`config.mk`:
```
export PLATFORM = sky130hd
export DESIGN_NAME = pfd_lossguard
export DESIGN_NICKNAME = d
export VERILOG_FILES = /design/src/rtl/pfd_pkg.sv /design/src/rtl/pfd_ctrl.sv /design/src/rtl/pfd_datapath.sv /design/src/rtl/pfd_lossguard.sv
export SDC_FILE = /design/constraint.sdc
export NUM_CORES = 1
export LEC_CHECK = 0
export ABC_AREA = 1
export BUFFER_PORTS_ARGS = -buffer_cell sky130_fd_sc_hd__buf_2
export CAP_MARGIN = 20
export CORE_ASPECT_RATIO = 0.9
export CORE_UTILIZATION = 55
export DETAILED_ROUTE_END_ITERATION = 10
export HOLD_SLACK_MARGIN = 0.12
export PLACE_DENSITY_LB_ADDON = 0.12
export REMOVE_ABC_BUFFERS = 1
export SYNTH_ARGS = -nofsm -noshare
export SYNTH_HDL_FRONTEND = slang
export SYNTH_HIERARCHICAL = 1
export SYNTH_SLANG_ARGS = --single-unit
```
`constraint.sdc`:
```
create_clock -name clk -period 3.2 [get_ports clk]
set_input_delay 0.64 -clock clk [delete_from_list [all_inputs] [get_ports clk]]
set_output_delay 0.64 -clock clk [all_outputs]
set_load 0.02 [all_outputs]
```
`src/rtl/pfd_pkg.sv`:
```
package pfd_pkg;
  // Strobes passed from the control block to the datapath each cycle
  typedef struct packed {
    logic refHit;   // reference edge taken this cycle
    logic fbHit;    // feedback edge taken this cycle
    logic guardDn;  // reference absent: mask pump-down
  } pfdStrobe_t;
endpackage

```
`src/rtl/pfd_ctrl.sv`:
```
module pfd_ctrl
  import pfd_pkg::*;
#(
  parameter int CNT_W = 16
) (
  input  logic             clk,
  input  logic             rst_n,
  input  logic             refEdge,
  input  logic             fbEdge,
  input  logic [CNT_W-1:0] lossLimit,
  output pfdStrobe_t       strobe,
  output logic             refLost
);
  localparam int EXT_W = CNT_W + 1;

  logic [CNT_W-1:0] idleCnt;
  logic [EXT_W-1:0] idleNext;
  logic             limitHit;
  logic             lostQ;

  assign idleNext = {1'b0, idleCnt} + EXT_W'(1);
  assign limitHit = idleNext >= {1'b0, lossLimit};

  // Timeout counter: cycles since the last reference edge
  always_ff @(posedge clk) begin
    if (!rst_n) begin
      idleCnt <= '0;
      lostQ   <= 1'b1;
    end else if (refEdge) begin
      idleCnt <= '0;
      lostQ   <= 1'b0;
    end else if (!lostQ) begin
      if (limitHit) lostQ <= 1'b1;
      else          idleCnt <= idleNext[CNT_W-1:0];
    end
  end

  always_comb begin
    strobe.refHit  = refEdge;
    strobe.fbHit   = fbEdge;
    strobe.guardDn = lostQ;
  end

  assign refLost = lostQ;

  // a reference edge always ends the lost state
  p_loss_clear_r10: assert property (@(posedge clk) disable iff (!rst_n)
    refEdge |=> !refLost);

  // once lost, the flag holds until a reference edge arrives
  p_loss_hold_r8: assert property (@(posedge clk) disable iff (!rst_n)
    (refLost && !refEdge) |=> refLost);

  // the counter never passes the limit while the reference is present
  p_cnt_bound_r8: assert property (@(posedge clk) disable iff (!rst_n)
    (!refLost && lossLimit != '0) |-> (idleCnt < lossLimit));
endmodule

```
`src/rtl/pfd_datapath.sv`:
```
module pfd_datapath
  import pfd_pkg::*;
(
  input  logic       clk,
  input  logic       rst_n,
  input  pfdStrobe_t strobe,
  output logic       pumpUp,
  output logic       pumpDownN
);
  logic upQ, dnQ;
  logic upSet, dnSet;
  logic upNext, dnNext;

  // When both states would be armed, they cancel in the same cycle
  always_comb begin
    upSet = upQ | strobe.refHit;
    dnSet = dnQ | strobe.fbHit;
    if (upSet && dnSet) begin
      upNext = 1'b0;
      dnNext = 1'b0;
    end else begin
      upNext = upSet;
      dnNext = dnSet;
    end
  end

  always_ff @(posedge clk) begin
    if (!rst_n) begin
      upQ <= 1'b0;
      dnQ <= 1'b0;
    end else begin
      upQ <= upNext;
      dnQ <= dnNext;
    end
  end

  assign pumpUp    = upQ;
  assign pumpDownN = ~(dnQ & ~strobe.guardDn);

  // the two pump states are never armed together
  p_mutex_r5: assert property (@(posedge clk) disable iff (!rst_n)
    !(upQ && dnQ));

  // coincident edges leave both states cleared
  p_coincident_r4: assert property (@(posedge clk) disable iff (!rst_n)
    (strobe.refHit && strobe.fbHit) |=> (!upQ && !dnQ));

  // a lone reference edge with nothing pending on the down side arms up
  p_up_arm_r2: assert property (@(posedge clk) disable iff (!rst_n)
    (strobe.refHit && !strobe.fbHit && !dnQ) |=> upQ);

  // a lone feedback edge with nothing pending on the up side arms down
  p_dn_arm_r3: assert property (@(posedge clk) disable iff (!rst_n)
    (strobe.fbHit && !strobe.refHit && !upQ) |=> dnQ);
endmodule

```
`src/rtl/pfd_lossguard.sv`:
```
module pfd_lossguard
  import pfd_pkg::*;
#(
  parameter int CNT_W = 16
) (
  input  logic             clk,
  input  logic             rst_n,
  input  logic             refEdge,
  input  logic             fbEdge,
  input  logic [CNT_W-1:0] lossLimit,
  output logic             pumpUp,
  output logic             pumpDownN,
  output logic             refLost
);
  pfdStrobe_t strobe;

  pfd_ctrl #(.CNT_W(CNT_W)) u_ctrl (
    .clk       (clk),
    .rst_n     (rst_n),
    .refEdge   (refEdge),
    .fbEdge    (fbEdge),
    .lossLimit (lossLimit),
    .strobe    (strobe),
    .refLost   (refLost)
  );

  pfd_datapath u_dp (
    .clk       (clk),
    .rst_n     (rst_n),
    .strobe    (strobe),
    .pumpUp    (pumpUp),
    .pumpDownN (pumpDownN)
  );

  // pump-down is never active while the reference counts as lost
  p_guard_r9: assert property (@(posedge clk) disable iff (!rst_n)
    refLost |-> pumpDownN);

  // the outputs are never active together
  p_out_excl_r5: assert property (@(posedge clk) disable iff (!rst_n)
    !(pumpUp && !pumpDownN));
endmodule

```
== Yosys cells after proc, flatten, opt, wreduce, memory -nomap -nowiden ==
Index checks and enable logic that the tools add are counted.

* Register bits after elaboration: 19
* Bits of input ports: 20
* Output and inout bits: 3
* Word-level logic and storage cells: 20

* Add/sub/neg operators: 1
* Magnitude comparators: 1
* Muxes and demuxes: 3
* Bitwise operators: 7
* Reductions and logical operators: 4

{| class="wikitable"
|+ Operators with widths
! cell !! number
|-
| adder 16 x 1 -> 17 bit (second input constant) || 1
|-
| >= comparator 17 x 16 -> 1 bit || 1
|-
| inverter 1 bit || 4
|-
| OR reduction 2 bit || 2
|-
| two-way mux 1 bit || 3
|-
| OR 1 bit || 2
|-
| AND reduction 2 bit || 1
|-
| AND 1 bit || 1
|-
| logical AND 1 bit || 1
|}

== Logic depth before layout (Yosys ltp) ==
* Word-level depth: 5
* Depth in mapped cells: 22
* Mapped depth without buffers: 22

== Hierarchy ==
Netlist, hierarchy kept.

{| class="wikitable"
|+ By module, submodules not included
! module !! instances !! cells an instance !! area each (µm²) !! sequential area each (µm²)
|-
| pfd_ctrl || 1 || 246 || 1635.3 || 340.3
|-
| pfd_datapath || 1 || 15 || 93.8 || 40.0
|}

== Worst setup path before layout ==
OpenSTA, ideal clock, no wires.

* Path type: register to register
* Start point: register u_ctrl.idleCnt[0]
* End point: register u_ctrl.idleCnt[9]
* Setup time: 0.114 ns
* Arrival time: 2.536 ns
* Required time: 3.086 ns
* Path slack: 0.550 ns
* Stages on the path, launching flop included: 22
* Buffers on the path: 1
* Period minus slack after synthesis: 2.650 ns
* Cell sequence: dfxtp_1 ha_1 nand2_2 nor2_4 nand3_4 nor2_8 nand2_1 xor2_1 ha_1 nand2_1 inv_2 nand2_1 nor2_1 a21oi_1 nand2_1 nand2_1 nand2_1 nand2_2 nand2_8 buf_8 nor2_1 nor2_2

* Longest elaborated chain between the ends: 4

{| class="wikitable"
|+ Ends and longest elaborated chain
! element !! line !! RTL
|-
| start, declared || pfd_ctrl.sv:16 || <nowiki>logic [CNT_W-1:0] idleCnt;</nowiki>
|-
| start signal, assigned || pfd_ctrl.sv:34 || <nowiki>else idleCnt <= idleNext[CNT_W-1:0];</nowiki>
|-
| adder 16 x 1 -> 17 bit || pfd_ctrl.sv:21 || <nowiki>assign idleNext = {1'b0, idleCnt} + EXT_W'(1);</nowiki>
|-
| via u_ctrl.idleNext[12] || pfd_ctrl.sv:17 || <nowiki>logic [EXT_W-1:0] idleNext;</nowiki>
|-
| >= comparator 17 x 16 -> 1 bit || pfd_ctrl.sv:22 || <nowiki>assign limitHit = idleNext >= {1'b0, lossLimit};</nowiki>
|-
| inverter 1 bit (no line) || n/a ||
|-
| AND reduction 2 bit (no line) || n/a ||
|}

The timed path passes the listed nets, and every way through them passes these cells.
A chain may end at the register's enable or synchronous reset.

== Worst setup path after layout ==
* Start point: register u_ctrl.idleCnt[0]
* End point: register u_ctrl.idleCnt[6]

Same word-level chain as after synthesis.

==> impl_metrics.tcl <==
set metrics [dict create \
    clock_skew_ns 0.00734 \
    setup_viol 0 \
    pre_cts_ws_ns 0.170 \
    cts_buffers 3 \
    synthMuxAreaShare_pct 0 \
    synth-xor-area-share_pct 4.99 \
    holdCritStartpoint "rst_n" \
    dr.pass1.iters 4 \
    netlist.area_leader.share_pct 22.0 \
    drtAntennaViolNets 0 \
    synth_warnings 6 \
    cap_violations 0 \
    yosysUniqueCellTypes 31 \
    worst_skew_pair.late_latency_ns 0.31 \
    fin_tns_setup_ns 0 \
    final_common_cell "nand2_1" \
    hold_violations 0 \
    cts.sinks 19 \
    crit_fanout 19 \
    peakVddDrop_mv 0.212 \
    tritoncts "yes" \
    initial_core_util_pct 60.5 \
    critPathLaunchType "flop" \
    vias 1512 \
    ys_ff_latch 19 \
    r2r-start "u_ctrl/idleCnt[0]" \
    first_iter_violations 84 \
    grt_util_all_layers_pct 21.8 \
    drive_gt1_share_pct 19.9 \
    fin_crit_sh_pct 90.6 \
    h-tree-depth 1 \
    die_area_sq_um 3370 \
    status "finished clean" \
    power_density_nw_per_um2 280 \
    pin_count 23 \
    path_clk_slew_ns 0.13 \
    slew_viol_final 0 \
    die_x_um 61.1 \
    synth_top_cell_by_area "dfxtp_1" \
    required_ns 3.42 \
    viasPerCell 4.70 \
    cts-root-buf "clkbuf_4" \
    fmax_mhz 345 \
    multi_input_area_sq_um 1080 \
    slew_headroom_pct 77.9 \
    final-seq-area_sq_um 382 \
    wl_per_cell_um 9.93 \
    globalRouteOverflowTotal 0 \
    layout_common_cells "nand2_1, inv_1, nor2_1, buf_2, dfxtp_1" \
    leakagePower_nw 1.12 \
    worstReg2RegEnd "u_ctrl/idleCnt[6]" \
    io_buffers 22 \
    area_delta_synth_final_pct 8.90 \
    grt_first_pass_wirelength_um 5380 \
    avgSynthCellArea_sq_um 6.63 \
    endpoint_kind "flop" \
    synth_compound_area_share_pct 5.72 \
    core_area_sq_um 2860 \
    holdCritPathClass "in -> reg" \
    layout.nets 320 \
    seq_area_frac_synth_pct 22.0 \
    dp_hpwl_um 2560 \
    cp.arrival_ns 3.12 \
    row_count 18 \
    antenna_found_initial 0 \
    reg2reg_slack_ns 0.30 \
    synthCells 261 \
    syn_area_sq_um 1730 \
    final.fill_count 281 \
    setup_slack_ns 0.302 \
    routabilityCongestion 0.888 \
    drc 0 \
    min_to "u_ctrl/refLost" \
    crit_type "reg -> reg" \
    drt_wl_total_um 3200 \
    fp.dieH_um 55.2 \
    clockBufferDepth 2 \
    diodes 0 \
    synth-simple-area-share_pct 39.3 \
    period_needed_ns 2.90 \
    grt_max_degree 20 \
    reg2reg_depth 22 \
    hold_depth 2 \
    synth_area_leaders "dfxtp_1, nand2_1, ha_1, inv_1, nor2_1" \
    grt_pass1_vias 1284 \
    tightestPinTransition_ns 0.330 \
    synth_top_family_by_area "simple AND/OR/NAND/NOR gates" \
    synth_fa_ha_area_share_pct 12.3 \
]
## repair_timing
action,4_1_cts,5_1_grt
endpoints found under the hold margin,0,0
setup endpoints to repair,0,14
buffers inserted,0,0
hold buffers,0,0
resized for setup,0,2
## per-layer routing
layer  wire, um  global-route usage [%]  vias to the layer above
met5          0                       0                        -
met4         20                    2.27                        0
met3        146                    4.19                        2
met2       1380                    37.0                       38
met1       1650                    29.7                      641
li1           -                       -                      831
## metrics by stage
step / power (mW) / instances / hold slack, ns / area (sq um) / utilization, %
4_1_cts: 0.533 / 322 / 0.511 / 1880 / 65.6
5_1_grt: 0.566 / 322 / 0.517 / 1880 / 65.8
3_5_place_dp: 0.396 / 318 / 0.504 / 1850 / 64.6
6_report: 0.527 / 322 / 0.524 / 1880 / 65.8
3_3_place_gp: 0.395 / 318 / 0.512 / 1850 / 64.6
2_1_floorplan: 0.359 / 254 / 0.478 / 1670 / -
## worst max path at each step
stage / from / end / slack [ns] / cells past startpoint
2_1_floorplan: u_ctrl/idleCnt[0] / u_ctrl/idleCnt[9] / 0.54 / 20
3_3_place_gp: u_ctrl/idleCnt[0] / u_ctrl/idleCnt[9] / 0.24 / 20
3_5_place_dp: u_ctrl/idleCnt[0] / u_ctrl/idleCnt[9] / 0.17 / 21
4_1_cts: u_ctrl/idleCnt[0] / u_ctrl/idleCnt[9] / 0.13 / 21
5_1_grt: u_ctrl/idleCnt[2] / u_ctrl/idleCnt[3] / -0.005 / 21
6_report: u_ctrl/idleCnt[0] / u_ctrl/idleCnt[6] / 0.30 / 22
## power by group
| group | switching, mW | internal (mW) |
|---|---|---|
| Sequential | 0.0121 | 0.247 |
| Clock | 0.0874 | 0.0477 |
| Combinational | 0.0781 | 0.0539 |
| Total | 0.178 | 0.349 |
## synthesized netlist by cell type
cell      instances
a21oi_1          12
buf_2             1
buf_4             3
buf_6             1
buf_8             1
clkbuf_1          1
dfxtp_1          19
ha_1             17
inv_1            54
inv_2             3
nand2_1          69
nand2_2           2
nand2_8           1
nand3_1          10
nand3_4           1
nand3b_1          3
nand4_1           5
nand4_4           1
nor2_1           24
nor2_2           11
nor2_4            4
nor2_8            1
nor3_1            1
nor3_2            1
o21ai_0           2
o21ai_1           1
o21ai_4           1
o21bai_1          1
or2_1             1
xor2_1            8
xor2_2            1
## state kept, by name, indices dropped and copies added, names as in the netlist
register and count:
u_dp/dnQ 1, u_ctrl/refLost 1, u_ctrl/idleCnt 16, u_dp/pumpUp 1
## cell type report
type                    count  area share [%]
clock buffers               3            1.20
well taps                  40            2.66
inverters                  57            11.4
clock inverters             1           0.399
flip-flops and latches     19            20.3
repair buffers             24            6.64
multi-input cells         178            57.5
## worst max-delay path, stage by stage, from the launching register on
cell     delay, ns
dfxtp_2       0.39
ha_1          0.21
nand2_2       0.08
nor2_4        0.12
nand3_4       0.11
nor2_8        0.14
nand2_1       0.08
xor2_1        0.19
inv_1         0.07
ha_1          0.29
nand2_1       0.05
inv_1         0.05
nand2_1       0.06
nor2_1        0.14
a21oi_1       0.08
nand2_1       0.07
nand2_1       0.06
nand2_1       0.10
nand2_4       0.14
nand2_8       0.17
nand2_1       0.07
nand2_1       0.08
nor2_2        0.03
## logic make-up (layout without fill, tap and decap cells)
group / after synthesis / after routing
xor+xnor: 9 / 9
compound gates: 17 / 17
simple gates: 135 / 135
flops: 19 / 19
buf+inv: 64 / 85
fa+ha+maj: 17 / 17
(Power assumes the default switching activity.)
